`src/rtl/eprom_pkg.sv`:
```
package eprom_pkg;

  typedef enum logic [2:0] {
    PH_IDLE,
    PH_READ,
    PH_SETUP,
    PH_PULSE,
    PH_HOLD
  } phase_e;

  function automatic int unsigned max_of4(int unsigned a, int unsigned b,
                                          int unsigned c, int unsigned d);
    int unsigned m;
    m = a;
    if (b > m) m = b;
    if (c > m) m = c;
    if (d > m) m = d;
    return m;
  endfunction

endpackage

```
`src/rtl/eprom_phase_timer.sv`:
```
module eprom_phase_timer #(
  parameter int TW = 8
) (
  input  logic          clk,
  input  logic          rst,
  input  logic          load_i,
  input  logic [TW-1:0] len_i,
  output logic          zero_o
);

  logic [TW-1:0] cnt_q;

  // Loading len makes the phase last exactly len cycles.
  always_ff @(posedge clk) begin
    if (rst)                cnt_q <= '0;
    else if (load_i)        cnt_q <= len_i - TW'(1);
    else if (cnt_q != '0)   cnt_q <= cnt_q - TW'(1);
  end

  assign zero_o = (cnt_q == '0);

endmodule

```
`src/rtl/eprom_seq_fsm.sv`:
```
module eprom_seq_fsm
  import eprom_pkg::*;
#(
  parameter int TW        = 8,
  parameter int SETUP_CYC = 4,
  parameter int PULSE_CYC = 16,
  parameter int HOLD_CYC  = 4,
  parameter int READ_CYC  = 3
) (
  input  logic          clk,
  input  logic          rst,
  input  logic          start_i,
  input  logic          prog_mode_i,
  input  logic          verify_en_i,
  input  logic          tmr_zero_i,
  output logic          tmr_load_o,
  output logic [TW-1:0] tmr_len_o,
  output logic          accept_o,
  output logic          cap_o,
  output logic          cap_vfy_o,
  output logic          clr_mis_o,
  output logic          ce_n_o,
  output logic          oe_n_o,
  output logic          vpp_en_o,
  output logic          dq_oe_o,
  output logic          busy_o,
  output logic          done_o,
  output logic          rvalid_o
);

  phase_e st_q, st_d;
  logic   mode_q, mode_d;
  logic   ver_q;
  logic   vph_q, vph_d;

  assign mode_d    = (st_q == PH_IDLE) ? prog_mode_i : mode_q;
  assign cap_vfy_o = cap_o && vph_q;

  always_comb begin
    st_d       = st_q;
    vph_d      = vph_q;
    tmr_load_o = 1'b0;
    tmr_len_o  = '0;
    accept_o   = 1'b0;
    cap_o      = 1'b0;
    clr_mis_o  = 1'b0;
    unique case (st_q)
      PH_IDLE: begin
        if (start_i) begin
          accept_o   = 1'b1;
          tmr_load_o = 1'b1;
          vph_d      = 1'b0;
          if (prog_mode_i) begin
            st_d      = PH_SETUP;
            tmr_len_o = TW'(SETUP_CYC);
          end else begin
            st_d      = PH_READ;
            tmr_len_o = TW'(READ_CYC);
          end
        end
      end
      PH_READ: begin
        if (tmr_zero_i) begin
          st_d  = PH_IDLE;
          cap_o = 1'b1;
        end
      end
      PH_SETUP: begin
        if (tmr_zero_i) begin
          st_d       = PH_PULSE;
          tmr_load_o = 1'b1;
          tmr_len_o  = TW'(PULSE_CYC);
        end
      end
      PH_PULSE: begin
        if (tmr_zero_i) begin
          st_d       = PH_HOLD;
          tmr_load_o = 1'b1;
          tmr_len_o  = TW'(HOLD_CYC);
        end
      end
      PH_HOLD: begin
        if (tmr_zero_i) begin
          if (ver_q) begin
            st_d       = PH_READ;
            vph_d      = 1'b1;
            tmr_load_o = 1'b1;
            tmr_len_o  = TW'(READ_CYC);
          end else begin
            st_d      = PH_IDLE;
            clr_mis_o = 1'b1;
          end
        end
      end
      default: st_d = PH_IDLE;
    endcase
  end

  always_ff @(posedge clk) begin
    if (rst) begin
      st_q     <= PH_IDLE;
      mode_q   <= 1'b0;
      ver_q    <= 1'b0;
      vph_q    <= 1'b0;
      ce_n_o   <= 1'b1;
      oe_n_o   <= 1'b1;
      vpp_en_o <= 1'b0;
      dq_oe_o  <= 1'b0;
      busy_o   <= 1'b0;
      done_o   <= 1'b0;
      rvalid_o <= 1'b0;
    end else begin
      st_q     <= st_d;
      mode_q   <= mode_d;
      vph_q    <= vph_d;
      if (accept_o) ver_q <= verify_en_i;
      ce_n_o   <= !((st_d == PH_READ) || (st_d == PH_PULSE));
      oe_n_o   <= (st_d != PH_READ);
      vpp_en_o <= (st_d inside {PH_SETUP, PH_PULSE, PH_HOLD}) ||
                  ((st_d == PH_IDLE) && mode_d);
      dq_oe_o  <= st_d inside {PH_SETUP, PH_PULSE, PH_HOLD};
      busy_o   <= (st_d != PH_IDLE);
      done_o   <= (cap_o && vph_q) || clr_mis_o;
      rvalid_o <= cap_o && !vph_q;
    end
  end

endmodule

```
`src/rtl/eprom_prog_ctrl.sv`:
```
module eprom_prog_ctrl
  import eprom_pkg::*;
#(
  parameter int ADDR_W    = 12,
  parameter int DATA_W    = 8,
  parameter int CLK_HZ    = 50_000_000,
  parameter int PULSE_MS  = 50,
  parameter int SETUP_CYC = 4,
  parameter int HOLD_CYC  = 4,
  parameter int READ_CYC  = 3
) (
  input  logic              clk,
  input  logic              rst,
  input  logic              prog_mode_i,
  input  logic              start_i,
  input  logic              verify_en_i,
  input  logic [ADDR_W-1:0] addr_i,
  input  logic [DATA_W-1:0] wdata_i,
  output logic              busy_o,
  output logic              done_o,
  output logic              rvalid_o,
  output logic [DATA_W-1:0] rdata_o,
  output logic              mismatch_o,
  output logic [ADDR_W-1:0] rom_addr_o,
  output logic [DATA_W-1:0] rom_dq_o,
  output logic              rom_dq_oe_o,
  input  logic [DATA_W-1:0] rom_dq_i,
  output logic              rom_ce_n_o,
  output logic              rom_oe_n_o,
  output logic              rom_vpp_en_o
);

  localparam int PULSE_CYC = (CLK_HZ / 1000) * PULSE_MS;
  localparam int MAX_LEN   = int'(max_of4(SETUP_CYC, PULSE_CYC, HOLD_CYC, READ_CYC));
  localparam int TW        = $clog2(MAX_LEN + 1);

  logic          tmr_load, tmr_zero;
  logic [TW-1:0] tmr_len;
  logic          accept, cap, cap_vfy, clr_mis;

  eprom_phase_timer #(.TW(TW)) timer_i (
    .clk    (clk),
    .rst    (rst),
    .load_i (tmr_load),
    .len_i  (tmr_len),
    .zero_o (tmr_zero)
  );

  eprom_seq_fsm #(
    .TW        (TW),
    .SETUP_CYC (SETUP_CYC),
    .PULSE_CYC (PULSE_CYC),
    .HOLD_CYC  (HOLD_CYC),
    .READ_CYC  (READ_CYC)
  ) fsm_i (
    .clk         (clk),
    .rst         (rst),
    .start_i     (start_i),
    .prog_mode_i (prog_mode_i),
    .verify_en_i (verify_en_i),
    .tmr_zero_i  (tmr_zero),
    .tmr_load_o  (tmr_load),
    .tmr_len_o   (tmr_len),
    .accept_o    (accept),
    .cap_o       (cap),
    .cap_vfy_o   (cap_vfy),
    .clr_mis_o   (clr_mis),
    .ce_n_o      (rom_ce_n_o),
    .oe_n_o      (rom_oe_n_o),
    .vpp_en_o    (rom_vpp_en_o),
    .dq_oe_o     (rom_dq_oe_o),
    .busy_o      (busy_o),
    .done_o      (done_o),
    .rvalid_o    (rvalid_o)
  );

  // Latched address/data drive the pins; capture and compare on read end.
  always_ff @(posedge clk) begin
    if (rst) begin
      rom_addr_o <= '0;
      rom_dq_o   <= '0;
      rdata_o    <= '0;
      mismatch_o <= 1'b0;
    end else begin
      if (accept) begin
        rom_addr_o <= addr_i;
        rom_dq_o   <= wdata_i;
      end
      if (cap) begin
        rdata_o <= rom_dq_i;
        if (cap_vfy) mismatch_o <= (rom_dq_i != rom_dq_o);
      end
      if (clr_mis) mismatch_o <= 1'b0;
    end
  end

endmodule

```
`config.mk`:
```
export PLATFORM = sky130hd
export DESIGN_NAME = eprom_prog_ctrl
export DESIGN_NICKNAME = d
export VERILOG_FILES = /design/src/rtl/eprom_pkg.sv /design/src/rtl/eprom_phase_timer.sv /design/src/rtl/eprom_seq_fsm.sv /design/src/rtl/eprom_prog_ctrl.sv
export SDC_FILE = /design/constraint.sdc
export NUM_CORES = 1
export LEC_CHECK = 0
export BUFFER_PORTS_ARGS = -buffer_cell sky130_fd_sc_hd__buf_2
export CAP_MARGIN = 30
export CORE_MARGIN = 2
export CORE_UTILIZATION = 45
export CTS_BUF_LIST = sky130_fd_sc_hd__clkbuf_8
export DETAILED_ROUTE_END_ITERATION = 16
export PLACE_DENSITY_LB_ADDON = 0.3
export SLEW_MARGIN = 20
export SYNTH_ARGS = -nofsm -noshare
export SYNTH_HDL_FRONTEND = slang
export SYNTH_SLANG_ARGS = --single-unit
```
`constraint.sdc`:
```
create_clock -name clk -period 2.8 [get_ports clk]
set_input_delay 0.56 -clock clk [delete_from_list [all_inputs] [get_ports clk]]
set_output_delay 0.56 -clock clk [all_outputs]
set_load 0.05 [all_outputs]
```
Word level (Yosys, flattened, before mapping):

Index checks and enable logic that the tools add are counted.

* flip-flop bits (word level): 64
* bits of input ports: 33
* output and inout bits: 36
* logic and storage cells: 83

* $add $sub $neg: 2
* equality and inequality tests: 13
* mux-type cells: 32
* reductions and logical operators: 20

Operators by type and width (number)
* $mux 22: 5
* $pmux 22 s4: 1
* $sub 22x1->22 const B: 2
* $logic_not 22->1: 1
* $reduce_bool 22->1: 1
* $mux 3: 7
* $pmux 3 s5: 1
* $mux 1: 14
* $eq 3x2->1 const B: 4
* $ne 8x8->1: 1
* $eq 3x1->1 const B: 2
* $eq 3x3->1 const B: 2
* $logic_not 3->1: 2
* $reduce_bool 3->1: 2
* $mux 2: 2
* $ne 2x1->1 const B: 2
* $reduce_and 4->1: 1
* $reduce_bool 2->1: 2
* $reduce_or 2->1: 2
* $logic_and 1x1->1: 3
* $logic_or 1x1->1: 3
* $ne 3x1->1 const B: 1
* $pmux 1 s3: 1
* $logic_not 1->1: 2
* 3 further kinds: 3

Longest topological paths before layout:

Gate-level depths: netlist of the first run.

* depth after elaboration: 6
* gate-level depth with buffers: 12
* gate-level depth less buffers: 11

Cells and area by module:

A second synthesis of the first run with hierarchy kept.

* cell total of the unflattened synthesis: 385
* area total of the unflattened synthesis: 3488.3 um^2

By module, submodules not included
* eprom_phase_timer: times used 1, cells an instance 193, area an instance 1579.0 um^2
* eprom_prog_ctrl: times used 1, cells an instance 105, area an instance 1111.1 um^2
* eprom_seq_fsm: times used 1, cells an instance 87, area an instance 798.3 um^2

Worst setup path before layout of the first run:

Ideal clock, no wire load.

* path type: flip-flop to flip-flop
* start point: register timer_i.cnt_q[2]
* end point: register timer_i.cnt_q[16]
* library setup time: 0.122 ns
* data arrival time: 2.795 ns
* slack: -0.117 ns
* cell stages (with the launch flop): 12
* cells stage by stage: dfxtp_1 nor3_2 and4_1 clkbuf_1 nand4_1 a31oi_1 ha_1 o221ai_1 a41o_1 nor3_2 and4_4 nor3_2

* longest elaborated chain between the ends: 5

Ends and longest elaborated chain
* start: declaration: RTL line eprom_phase_timer.sv:11 `logic [TW-1:0] cnt_q;`
* start signal: assignment: RTL line eprom_phase_timer.sv:16 `else if (load_i) cnt_q <= len_i - TW'(1);`
* start signal: assignment: RTL line eprom_phase_timer.sv:17 `else if (cnt_q != '0) cnt_q <= cnt_q - TW'(1);`
* $logic_not 22->1: RTL line eprom_phase_timer.sv:20 `assign zero_o = (cnt_q == '0);`
* $mux 22 (tied with other cells): RTL line eprom_seq_fsm.sv:83 `if (tmr_zero_i) begin`
* $pmux 22 s4: RTL line eprom_seq_fsm.sv:47 `unique case (st_q)`
* $sub 22x1->22: RTL line eprom_phase_timer.sv:16
* $mux 22: RTL line eprom_phase_timer.sv:16

Parallel ways exist; a longest one is shown, timed or not. The select of a mux whose other input is x is not followed.
A chain may end at the register's enable or synchronous reset.

Worst setup path after layout of the first run:

* start point: register timer_i.cnt_q[20]
* end point: register timer_i.cnt_q[16]

Same word-level chain as after synthesis.

==> results.toml, run 1 <==
[clock_network]
clock-sinks = 64
clock_latency_ps = 350
htree_levels = 3
root_buffer = "clkbuf_8"
cts_tree = "built"
cts_made_buffers = 9
path_clk_slew_ps = 70
clk_path_buf_depth = 2

[drt]
antenna_left = 0
vias = 3277
drtPass1Iterations = 6
first_iter_violations = 197
avgRoutedWirePerCell_um = 15.5
route.detailed.drc = 0
wirelength_mm = 9.22
via_per_inst = 5.52

[setup_path]
worstSetupPathType = "reg2reg"
slowest_stage = "dfxtp_1"
reg2regPathDepth = 12
cp.required_ps = 3030
endpoint_kind = "flop"
r2r_slack_ps = 40
crit_family = "simple AND/OR/NAND/NOR gates"
r2r-end = "timer_i.cnt_q[16]"
cp_max_fo = 7
startpoint_type = "flop"
cp_slowest_stage_delay_ps = 380
critical_path_buf_inv_count = 1
rr_startpoint = "timer_i.cnt_q[20]"
worstPathCellList = "or4_4 -> nor2_4 -> buf_4 -> and4_1 -> or2_2 -> a31oi_2 -> ha_2 -> o221ai_2 -> a41o_2 -> nor3_4 -> and4_4 -> nor3_2"
arrival_ps = 2990

[worst_hold_path]
min_path_cells = 3
worstHoldEndpoint = "rom_dq_o[2]"
hold_start = "wdata_i[2]"
hp-class = "in2reg"

[sta]
skew_ps = 7.06
hold_violations = 0
relSlewSlack_pct = 61.7
period_minus_slack_ps = 2760
max_freq_mhz = 362
finalSetupViolCount = 0
fin_crit_sh_pct = 98.6
finalHoldWorstSlack_ps = 449
rsz0062_at_grt = "yes"
tightest_slew_ps = 573
final_max_slew_viol_count = 0

[place]
numPortBuffers = 68
globalplace.congestion = 0.933
dp_cells = 576
dpl.hpwl_mm = 6.74

[cells_and_area]
layout_commonest_cell = "buf_2"
finalNetCount = 527
seqCellArea_um2 = 1280
postLayoutCoreUtil_pct = 61.7
drive_gt1_share_pct = 33.5
antenna_cells = 0
stdcell_count = 594
fillers = 607
final_cell_mix = "buf_2, dfxtp_1, nand2_1"
area_growth_syn_to_layout_pct = 33.1
multi_input_area_um2 = 1790

[floorplan]
ios = 69
row_count = 30
die-width_um = 87.7
initial_core_util_pct = 46.4
dieArea_um2 = 7690
coreArea_um2 = 6790
fp.dieH_um = 87.7

[logic_synthesis]
synth_edf_count = 0
ys_seq_area_share_pct = 40.7
synth-async-reset-ratio_pct = 0
syn_avg_cell_area_um2 = 8.23
ys_ff_latch = 64
synth_ff_type = "dfxtp_1"
synth_area_um2 = 3150
yosys_warnings = 0
synth_nets = 417
syn_inst = 383
ys_types = 65

[grt]
grt_pass1_wl_mm = 14.7
grtUsageTotal_pct = 24.7
grt.overflow.total = 0
grt_max_degree = 28
antenna_found_initial = 0
grt_pass1_vias = 3161

[pwr]
switching_share_pct = 42.1
seqPwrFrac_pct = 25.3
switching_power_mw = 1.95
pwr_density_cell_nw_per_um2 = 1100
clkPwrFrac_pct = 19.9
intPower_mw = 2.68
leakagePower_nw = 1.83
comb_power_share_pct = 54.8
report.power.total_mw = 4.63
vdd_drop_max_uv = 476

[status]
status = "complete, no violations"

[job]
maxCapViolCount = 0
## through the flow
stage / setup TNS (ps) / cell area [um2] / worst slack (ps)
6_report: 0 / 4190 / 38.5
5_1_grt: -328 / 4190 / -89.9
3_3_place_gp: 0 / 3910 / 57.9
2_1_floorplan: -9.38 / 3170 / -9.38
4_1_cts: 0 / 4170 / 14.4
3_5_place_dp: -98.1 / 3910 / -82.3
## repair_timing
| action | in CTS | in global routing |
|---|---|---|
| buffers inserted | 1 | 1 |
| pin swaps | 2 | 6 |
| endpoints found under the setup margin | 2 | 7 |
| hold buffers | 0 | 0 |
| gates resized for setup | 4 | 5 |
| hold endpoints to repair | 0 | 0 |
## power groups by stage
stage | Clock, mW | Sequential [mW] | Combinational (mW)
6_report | 0.922 | 1.17 | 2.54
3_5_place_dp | 0 | 1.19 | 2.41
5_1_grt | 0.957 | 1.19 | 2.74
4_1_cts | 0.932 | 1.17 | 2.46
3_3_place_gp | 0 | 1.18 | 2.38
2_1_floorplan | 0 | 1.38 | 1.37
## kinds of logic after synthesis
kind of cell	Yosys count	share of synthesized area, %
adders and majority gates	1	0.397
muxes	11	3.53
AOI/OAI and AO/OA	90	18.3
and+or+nand+nor	176	29.7
buffers and inverters	29	4.09
xor gates and xnor gates	12	3.34
DFF	64	40.7
## worst reg2reg max path: stages, from the launching register on
cell	delay (ps)
dfxtp_1	380
or4_4	170
nor2_4	40
buf_4	150
and4_1	160
or2_2	300
a31oi_2	180
ha_2	240
o221ai_2	110
a41o_2	330
nor3_4	290
and4_4	260
nor3_2	40
## metal layers
metal,part of all wire (%),GRT usage [%],vias up
met1,42,32.1,1513
met4,3.0,12.6,0
met2,48,39.0,139
met5,0,0,-
met3,6.7,4.90,20
li1,-,-,1605
## registers in the layout, indices dropped and copies added, names as in the netlist
signal / count
rom_addr_o: 12
timer_i.cnt_q: 22
fsm_i.done_o: 1
fsm_i.busy_o: 1
fsm_i.vpp_en_o: 1
fsm_i.ce_n_o: 1
mismatch_o: 1
fsm_i.oe_n_o: 1
fsm_i.vph_q: 1
fsm_i.ver_q: 1
fsm_i.st_q: 3
rdata_o: 8
fsm_i.mode_q: 1
fsm_i.dq_oe_o: 1
fsm_i.rvalid_o: 1
rom_dq_o: 8
## worst max-delay path by stage
| stage | startpoint | end | cells after the start |
|---|---|---|---|
| detailed placement | timer_i.cnt_q[19] | timer_i.cnt_q[14] | 12 |
| global route | timer_i.cnt_q[13] | timer_i.cnt_q[16] | 10 |
| finish | timer_i.cnt_q[20] | timer_i.cnt_q[16] | 12 |
| global placement | timer_i.cnt_q[13] | timer_i.cnt_q[16] | 10 |
| CTS | timer_i.cnt_q[13] | timer_i.cnt_q[14] | 10 |
| floorplan | fsm_i.st_q[2] | timer_i.cnt_q[16] | 12 |
## area by class of cell
type                    count  share of cell area [%]
flip-flops and latches     64                    30.6
repair buffers            122                    17.8
well taps                  96                    2.86
clock inverters             6                    2.18
clock buffers              10                    3.28
multi-input cells         290                    42.7
inverters                   6                   0.537
## cell usage after synthesis (5+ instances only)
master	instances	share of area, %
a21oi_1	44	7.0
inv_1	6	0.71
nand4_1	6	1.2
a31oi_1	5	0.99
nand2_1	60	7.1
nor2_1	35	4.2
dfxtp_1	64	41
nor4_1	8	1.6
nor3_1	10	1.6
clkbuf_1	14	1.7
nand3_1	16	2.5
xnor2_1	9	2.5
or3_1	5	0.99
mux2i_1	10	3.2
o21ai_1	5	0.79
Power figures use the tool's default switching activity.
==> inputs of run 2 (changes only) <==
PLACE_DENSITY = 0.76   (was not set)
PLACE_DENSITY_LB_ADDON = not set   (was 0.3)
==> run 2 against run 1 <==
Flip-flop and latch count is the same. Clock skew hardly changed. Sequential share of layout area rose by 0.20 points. Largest cell class unchanged. Via count grew 0.15%. Critical path type unchanged. Non-clock buffer count unchanged. Worst setup slack worse by 4.5 ps. Critical path depth is 2 lower.
==> results.toml, run 2 (synthesis gave the netlist of run 1 again) <==
[status]
status = "complete, no violations"

[place]
dpl.hpwl_mm = 6.67
numPortBuffers = 68
globalplace.congestion = 0.935
post_dp_cell_area_um2 = 3900

[clock_network]
clock_latency_ps = 350
clock-sinks = 64
root_buffer = "clkbuf_8"
htree_levels = 3
path_clk_slew_ps = 70
cts_made_buffers = 9
cts_hold_buffers = 0
clk_path_buf_depth = 2
cts_tree = "built"

[cells_and_area]
largest_register_ffs = 22
largestRegisters = "timer_i.cnt_q: 22 flops, rom_addr_o: 12 flops"
drive_gt1_share_pct = 33.5
fin_area_um2 = 4160
antenna_cells = 0
regMostFlops = "timer_i.cnt_q"
area_growth_syn_to_layout_pct = 32.1
layout_commonest_cell = "buf_2"
final_cell_mix = "buf_2, dfxtp_1, nand2_1"
finalNetCount = 527
fillers = 590

[drt]
antenna_left = 0
met2WireLength_mm = 4.36
avgRoutedWirePerCell_um = 15.3
top_layer_used = "met4"
vias = 3282
first_iter_violations = 320
met3_length_um = 630
route.detailed.drc = 0
via_per_inst = 5.53
drtPass1Iterations = 5
wl_met1_mm = 3.87
wirelength_mm = 9.07

[grt]
grtUsageTotal_pct = 23.9
grt.overflow.total = 0
grt_pass1_wl_mm = 14.3
antenna_found_initial = 0
grt_max_degree = 30
grt_pass1_vias = 2992

[setup_path]
cp_slowest_stage_delay_ps = 550
crit_start = "timer_i.cnt_q[18]"
worstSetupPathType = "reg2reg"
worstPathCellList = "or4_4 -> nor2_4 -> nand4_1 -> a31oi_2 -> ha_2 -> o221ai_2 -> a41o_2 -> nor3_4 -> and4_4 -> nor3_2"
endpoint_kind = "flop"
cp.required_ps = 3040
cp_max_fo = 5
startpoint_type = "flop"
arrival_ps = 3000
rr_startpoint = "timer_i.cnt_q[18]"
slowest_stage = "or4_4"

[floorplan]
coreArea_um2 = 6790
dieArea_um2 = 7690
die-width_um = 87.7
ios = 69
initial_core_util_pct = 46.4
fp.dieH_um = 87.7
row_count = 30

[pwr]
report.power.total_mw = 4.45
pwr_density_cell_nw_per_um2 = 1070
vdd_drop_max_uv = 454
leakagePower_nw = 1.82

[worst_hold_path]
hp-class = "in2reg"
hold_start = "addr_i[0]"

[sta]
tightest_slew_ps = 569
fin_crit_sh_pct = 98.8
relSlewSlack_pct = 62.1
rsz0062_at_grt = "yes"
period_minus_slack_ps = 2770
skew_ps = 7.18
finalSetupViolCount = 0
final_max_slew_viol_count = 0
finalHoldWorstSlack_ps = 444
hold_violations = 0
max_freq_mhz = 362

[job]
maxCapViolCount = 0
## run 2: changes by cell type in the layout (fill, tap and decap cells not counted)
cell	before	now
dfxtp_1	62	63
a21oi_1	44	43
nor4_2	0	1
nor4_4	2	1
a21oi_2	0	1
dfxtp_2	2	1
bufinv_16	2	1
clkinv_2	0	1
## run 2: final timing paths
path / end / slack [ps] / depth (start not counted)
worst min-delay path: rom_addr_o[0] / 440 / 3
worst max register to register: timer_i.cnt_q[16] / 30 / 10
worst min register to register: rom_addr_o[0] / 460 / 2
worst max-delay path: timer_i.cnt_q[16] / 30 / 10
## run 2: critical path, delay by kind of cell (launching register included)
family                   cells  cell delay [ps]
AND/OR/NAND/NOR              6             1410
AO/OA/AOI/OAI                3              670
flip-flops                   1              320
adder cells (fa/ha/maj)      1              230
## run 2: power breakdown
group          internal (mW)  switching (mW)
clock                  0.436           0.379
sequential              1.08           0.101
combinational           1.04            1.42
total                   2.55            1.90
## run 2: cell type report
class                   count  area [um2]  share of cell area, %
flip-flops and latches     64        1280                   30.8
inverters                   6        22.5                  0.541
repair buffers            122         746                   17.9
well taps                  96         120                   2.89
clock buffers              10         138                   3.31
clock inverters             6        66.3                   1.59
multi-input cells         290        1790                   42.9
## run 2: what timing repair did
| action | in CTS | in global routing |
|---|---|---|
| buffers inserted | 1 | 3 |
| pin swaps | 2 | 7 |
| setup endpoints to repair | 2 | 8 |
| gates resized for setup | 1 | 7 |
## run 2: metal layers
metal	vias to the layer above	track usage, %
li1	1606	-
met1	1517	30.9
met2	135	39.5
met3	24	4.05
met4	0	9.65
met5	-	0
## run 2: metrics by stage
step / utilization [%] / TNS (ps) / setup WS (ps) / instances
finish: 61.3 / 0 / 34.0 / 594
global route: 61.3 / -536 / -114 / 594
CTS: 60.5 / 0 / 10.6 / 591
detailed placement: 57.4 / 0 / 5.64 / 574
global placement: 57.4 / 0 / 94.2 / 574
floorplan: - / -9.38 / -9.38 / 383
